$ cat src/rtl/sysclk_pkg.sv
package sysclk_pkg;

  typedef enum logic [1:0] {
    PM_WARM = 2'd0,
    PM_RUN  = 2'd1,
    PM_WAIT = 2'd2,
    PM_STOP = 2'd3
  } pm_state_e;

  // Mode register image, msb first: source, ratio, main halt (bits 7..5).
  typedef struct packed {
    logic src_sub;
    logic div_fast;
    logic main_halt;
  } clk_cfg_t;

  // Source ticks per phase half for the given selection.
  function automatic int unsigned phase_ticks(input logic src_sub, input logic div_fast,
                                              input int unsigned mid_div,
                                              input int unsigned high_div,
                                              input int unsigned low_div);
    if (src_sub) return low_div / 2;
    if (div_fast) return high_div / 2;
    return mid_div / 2;
  endfunction

  // Register update: returning to the main source is refused while a main halt
  // is stored or being written.
  function automatic clk_cfg_t cfg_merge(input clk_cfg_t cur, input logic [2:0] wd);
    clk_cfg_t nxt;
    nxt.div_fast  = wd[1];
    nxt.main_halt = wd[0];
    if (wd[2])                          nxt.src_sub = 1'b1;
    else if (cur.main_halt || wd[0])    nxt.src_sub = cur.src_sub;
    else                                nxt.src_sub = 1'b0;
    return nxt;
  endfunction

endpackage

$ cat src/rtl/sysclk_osc_stab.sv
module sysclk_osc_stab #(
  parameter int unsigned SETTLE = 8
) (
  input  logic clk,
  input  logic rst_n,
  input  logic en,
  input  logic tick,
  output logic stable
);
  localparam int unsigned CW = $clog2(SETTLE + 1);
  localparam logic [CW-1:0] LIMIT = CW'(SETTLE);

  logic [CW-1:0] cnt_q;

  always_ff @(posedge clk or negedge rst_n) begin
    if (!rst_n)                       cnt_q <= '0;
    else if (!en)                     cnt_q <= '0;
    else if (tick && cnt_q != LIMIT)  cnt_q <= cnt_q + 1'b1;
  end

  assign stable = (cnt_q == LIMIT);
endmodule

$ cat src/rtl/sysclk_phase_div.sv
module sysclk_phase_div #(
  parameter int unsigned CW = 3
) (
  input  logic          clk,
  input  logic          rst_n,
  input  logic          tick,
  input  logic          run,
  input  logic [CW-1:0] half_m1,
  output logic          phi,
  output logic          rise_evt
);
  logic [CW-1:0] cnt_q;
  logic          phi_q;
  logic          flip;

  assign flip     = tick && run && (cnt_q == half_m1);
  assign rise_evt = flip && !phi_q;
  assign phi      = phi_q;

  always_ff @(posedge clk or negedge rst_n) begin
    if (!rst_n) begin
      cnt_q <= '0;
      phi_q <= 1'b1;
    end else if (flip) begin
      cnt_q <= '0;
      phi_q <= ~phi_q;
    end else if (tick && run) begin
      cnt_q <= cnt_q + 1'b1;
    end
  end
endmodule

$ cat src/rtl/sysclk_pmc.sv
module sysclk_pmc #(
  parameter int unsigned MID_DIV     = 8,
  parameter int unsigned HIGH_DIV    = 2,
  parameter int unsigned LOW_DIV     = 2,
  parameter int unsigned MAIN_SETTLE = 8,
  parameter int unsigned SUB_SETTLE  = 32
) (
  input  logic       clk_ref,
  input  logic       rst_n,
  input  logic       main_tick,
  input  logic       sub_tick,
  input  logic       cfg_we,
  input  logic [7:5] cfg_wdata,
  input  logic       stop_req,
  input  logic       wait_req,
  input  logic       wake_irq,
  output logic       phi_cpu,
  output logic       phi_per,
  output logic       main_osc_en,
  output logic       sub_osc_en,
  output logic       main_stable,
  output logic       sub_stable,
  output logic [7:5] cfg_state
);
  import sysclk_pkg::*;

  localparam int unsigned MAX_DIV =
    (MID_DIV > HIGH_DIV) ? ((MID_DIV > LOW_DIV) ? MID_DIV : LOW_DIV)
                         : ((HIGH_DIV > LOW_DIV) ? HIGH_DIV : LOW_DIV);
  localparam int unsigned HW = $clog2(MAX_DIV / 2 + 1);

  clk_cfg_t  cfg_q, act_q;
  pm_state_e pm_q;
  logic      stop_pend, wait_pend, cpu_hold;

  // Named internal events (observed by the checker).
  logic          main_tk, sub_tk, src_tick, src_stable, div_run;
  logic          rise_evt, cfg_apply, enter_stop, enter_wait, phi_int;
  logic [HW-1:0] half_m1;
  logic [7:5]    act_bits;

  assign main_osc_en = (pm_q != PM_STOP) && !(cfg_q.main_halt && act_q.src_sub);
  assign sub_osc_en  = (pm_q != PM_STOP);
  assign main_tk     = main_tick && main_osc_en;
  assign sub_tk      = sub_tick && sub_osc_en;
  assign src_tick    = act_q.src_sub ? sub_tk : main_tk;
  assign src_stable  = act_q.src_sub ? sub_stable : main_stable;
  assign div_run     = (pm_q == PM_RUN) || (pm_q == PM_WAIT);
  assign half_m1     = HW'(phase_ticks(act_q.src_sub, act_q.div_fast,
                                       MID_DIV, HIGH_DIV, LOW_DIV) - 1);
  assign cfg_apply   = rise_evt;
  assign enter_stop  = rise_evt && stop_pend && (pm_q == PM_RUN);
  assign enter_wait  = rise_evt && wait_pend && !stop_pend && (pm_q == PM_RUN);
  assign act_bits    = act_q;

  sysclk_osc_stab #(.SETTLE(MAIN_SETTLE)) u_main_stab (
    .clk(clk_ref), .rst_n(rst_n), .en(main_osc_en), .tick(main_tk), .stable(main_stable));

  sysclk_osc_stab #(.SETTLE(SUB_SETTLE)) u_sub_stab (
    .clk(clk_ref), .rst_n(rst_n), .en(sub_osc_en), .tick(sub_tk), .stable(sub_stable));

  sysclk_phase_div #(.CW(HW)) u_div (
    .clk(clk_ref), .rst_n(rst_n), .tick(src_tick), .run(div_run),
    .half_m1(half_m1), .phi(phi_int), .rise_evt(rise_evt));

  always_ff @(posedge clk_ref or negedge rst_n) begin
    if (!rst_n) begin
      cfg_q <= '0;
      act_q <= '0;
    end else begin
      if (cfg_we)    cfg_q <= cfg_merge(cfg_q, cfg_wdata);
      if (cfg_apply) act_q <= cfg_q;
    end
  end

  always_ff @(posedge clk_ref or negedge rst_n) begin
    if (!rst_n) begin
      pm_q      <= PM_WARM;
      stop_pend <= 1'b0;
      wait_pend <= 1'b0;
      cpu_hold  <= 1'b1;
    end else begin
      stop_pend <= (pm_q == PM_RUN) && !enter_stop && (stop_pend || stop_req);
      wait_pend <= (pm_q == PM_RUN) && !enter_stop && !enter_wait && (wait_pend || wait_req);
      if (enter_stop || enter_wait)         cpu_hold <= 1'b1;
      else if (rise_evt && pm_q == PM_RUN)  cpu_hold <= 1'b0;
      case (pm_q)
        PM_WARM: if (src_stable) pm_q <= PM_RUN;
        PM_RUN:  if (enter_stop) pm_q <= PM_STOP;
                 else if (enter_wait) pm_q <= PM_WAIT;
        PM_WAIT: if (wake_irq) pm_q <= PM_RUN;
        PM_STOP: if (wake_irq) pm_q <= PM_WARM;
        default: pm_q <= PM_WARM;
      endcase
    end
  end

  assign phi_per   = phi_int;
  assign phi_cpu   = phi_int | cpu_hold;
  assign cfg_state = cfg_q;
endmodule

$ cat config.mk
export PLATFORM = sky130hd
export DESIGN_NAME = sysclk_pmc
export DESIGN_NICKNAME = d
export VERILOG_FILES = /design/src/rtl/sysclk_pkg.sv /design/src/rtl/sysclk_osc_stab.sv /design/src/rtl/sysclk_phase_div.sv /design/src/rtl/sysclk_pmc.sv
export SDC_FILE = /design/constraint.sdc
export NUM_CORES = 1
export LEC_CHECK = 0
export BUFFER_PORTS_ARGS = -buffer_cell sky130_fd_sc_hd__buf_2
export CORE_MARGIN = 2
export CORE_UTILIZATION = 50
export DETAILED_ROUTE_END_ITERATION = 8
export PLACE_DENSITY = 0.71
export SYNTH_ARGS = -nofsm -noshare
export SYNTH_HDL_FRONTEND = slang
export SYNTH_HIERARCHICAL = 1
export SYNTH_SLANG_ARGS = --single-unit
$ cat constraint.sdc
create_clock -name clk_ref -period 3.7 [get_ports clk_ref]
set_input_delay 0.555 -clock clk_ref [delete_from_list [all_inputs] [get_ports clk_ref]]
set_output_delay 0.555 -clock clk_ref [all_outputs]
set_load 0.02 [all_outputs]
==> reports/metrics.csv <==
metric,value,unit
critical_path_class,flip-flop to flip-flop,
cts_buffers,3,
p_switching,519,uW
critical_path_cell_count,8,
setup_viol,0,
grt.total_usage,0.196,
area_delta_synth_final,12.8,%
crit_slowest_cell,nor2b_1,
via_per_inst,5.72,
yosys_warnings,6,
r2r_cells,8,
worstMarginPinSlew,0.788,ns
cp-start-kind,flip-flop,
synthTopCellsByArea,"dfrtp_1, ha_1, mux2_1",
wl,2.80,mm
dp_hpwl,2.15,mm
grt_max_degree,25,
finalHoldViolCount,0,
fin_setup_tns,0,ns
synth_largest_area_cell,dfrtp_1,
comb_power_share,0.459,
place_area,0.00156,sq mm
min_period_over_period,0.798,
cts-root-buf,clkbuf_4,
cts_setup_buffers,0,
diodes,0,
cts_hold_buf,0,
clkPwrFrac,0.157,
drt_first_iter_violations,21,
final_area,0.00161,sq mm
drt_pass1_iterations,4,
cts_max_path_buffers,2,
core_area,0.00273,sq mm
peakVddDrop,502,uV
nNetsFinal,182,
syn_avg_cell_area,10.4,sq um
cts_resized,0,
grt_pass1_wl,5.09,mm
grt-ovfl-total,0,
status,completed,
period_minus_slack,2.95,ns
cp_cell_sequence,ha_1 -> nor2_1 -> nand2_1 -> nor4_2 -> nor2b_1 -> o21ai_2 -> a221oi_2 -> mux2_1,
grt_pass1_vias,1146,
io_buffers,19,
start_util,0.522,
ff2ff_setup_slack,0.75,ns
syn_inst,137,
finalNonFillerCells,191,
intPower,706,uW
power.share.switching,0.423,
ios,20,
cts_sinks,24,
fin_util,0.589,
max_slew_margin,0.474,
critPathMaxStageDelay,0.50,ns
async_flop_share,1.00,
maxCapViolCount,0,
clock_skew,0.00452,ns
crit_required,3.92,ns
path_clk_slew,0.14,ns
num_vias,1092,
clkLatencyLatePin,0.32,ns
cp.arrival,3.18,ns
cp_max_fo,7,
crit_buf_inv,0,
power_density,761,mW/mm^2
fp.dieH,57.4,um
fp-row-count,19,
layout-drive-gt1-share,0.213,
synth.most_common_cell,dfrtp_1,
dpl.cell_count,187,
synth.distinct_cells,44,
antenna_found_initial,0,
cts_max_level,1,
endpoint_kind,flip-flop,
max_clock_freq,339,MHz
nFillCells,237,
seq_area_frac_synth,0.423,
drv_slew,0,
critPathTopFamily,simple AND/OR/NAND/NOR gates,
wire_per_inst,14.7,um
synth_flop_cell,dfrtp_1,
dieArea,0.00330,sq mm
hold_path.class,input port to async pin,
synth_common_cells,"dfrtp_1, nand2_1, ha_1, inv_1",
synth-edff-count,0,
cts_tree,built,
p_leak,0.782,nW
drc,0,
gp_congestion,0.812,
synth_top_area_frac,0.386,
p_seq_frac,0.383,
synth_seq_cells,24,
drtAntennaViolNets,0,
synth_area,0.00143,sq mm
rsz0062_at_grt,false,
die_w,57.4,um
[through the flow]
step / setup WS (ns) / power, mW / hold slack (ns)
after floorplan: 1.11 / 0.889 / 0.259
after global placement: 0.911 / 1.00 / 0.482
after detailed placement: 0.780 / 1.04 / 0.496
after CTS: 0.752 / 1.23 / 0.209
after global routing: 0.501 / 1.33 / 0.209
final: 0.746 / 1.22 / 0.185
[final timing paths]
| path | from | endpoint |
|---|---|---|
| min | rst_n | u_main_stab/cnt_q[0]$_DFFE_PN0P_ |
| max reg2reg | pm_q[0]$_DFFE_PN0P_ | pm_q[1]$_DFFE_PN0P_ |
| min reg2reg | cfg_state[6]$_DFFE_PN0P_ | cfg_state[6]$_DFFE_PN0P_ |
| max | pm_q[0]$_DFFE_PN0P_ | pm_q[1]$_DFFE_PN0P_ |
| min in group clk_ref | cfg_wdata[7] | cfg_state[7]$_DFFE_PN0P_ |
| max in group asynchronous | rst_n | u_div/phi$_DFFE_PN1P_ |
[cell usage in the layout (no fill, tap or decap), types with 4 or more instances in the layout]
master   count
inv_1       10
o21ai_0      4
buf_2       19
nand2_1     13
mux2i_1      4
ha_1        10
mux2_1       5
dfrtp_1     22
nor2_1       5
nand4_1      5
a21oi_1      4
and2_1       5
xor2_1       4
[cell type report]
type | count | area [sq um] | share of cell area
Timing Repair Buffer | 19 | 95.1 | 0.0591
Sequential cell | 24 | 603 | 0.375
Tap cell | 31 | 38.8 | 0.0241
Clock buffer | 3 | 22.5 | 0.0140
Multi-Input combinational cell | 103 | 782 | 0.486
Inverter | 10 | 37.5 | 0.0233
Clock inverter | 1 | 30.0 | 0.0187
[power groups by stage]
| stage | clock (mW) | combinational [mW] | sequential (mW) |
|---|---|---|---|
| 5_1_grt | 0.214 | 0.633 | 0.486 |
| 3_3_place_gp | 0 | 0.536 | 0.468 |
| 6_report | 0.193 | 0.563 | 0.470 |
| 3_5_place_dp | 0 | 0.562 | 0.476 |
| 4_1_cts | 0.196 | 0.563 | 0.471 |
| 2_1_floorplan | 0 | 0.429 | 0.460 |
[per-layer routing]
layer,global-route usage,vias up,share of wire
li1,-,530,-
met5,0,-,0
met2,0.318,26,0.48
met3,0.0522,2,0.045
met1,0.265,534,0.46
met4,0.0432,0,0.0064
[cell families after synthesis]
logic type               synth area share
AND/OR/NAND/NOR                     0.215
flip-flops                          0.423
AO/OA/AOI/OAI                       0.119
buffers and inverters              0.0342
adder cells (fa/ha/maj)            0.0877
multiplexers                       0.0754
XOR/XNOR                           0.0430
other                             0.00263
[registers in the layout (all words and copies together), names as in the netlist]
register           count
stop_pend              1
act_bits               2
pm_q                   2
cfg_state              3
u_div/phi              1
u_main_stab/cnt_q      4
u_div/cnt_q            3
cpu_hold               1
u_sub_stab/cnt_q       6
wait_pend              1
Power figures use the tool's default switching activity.
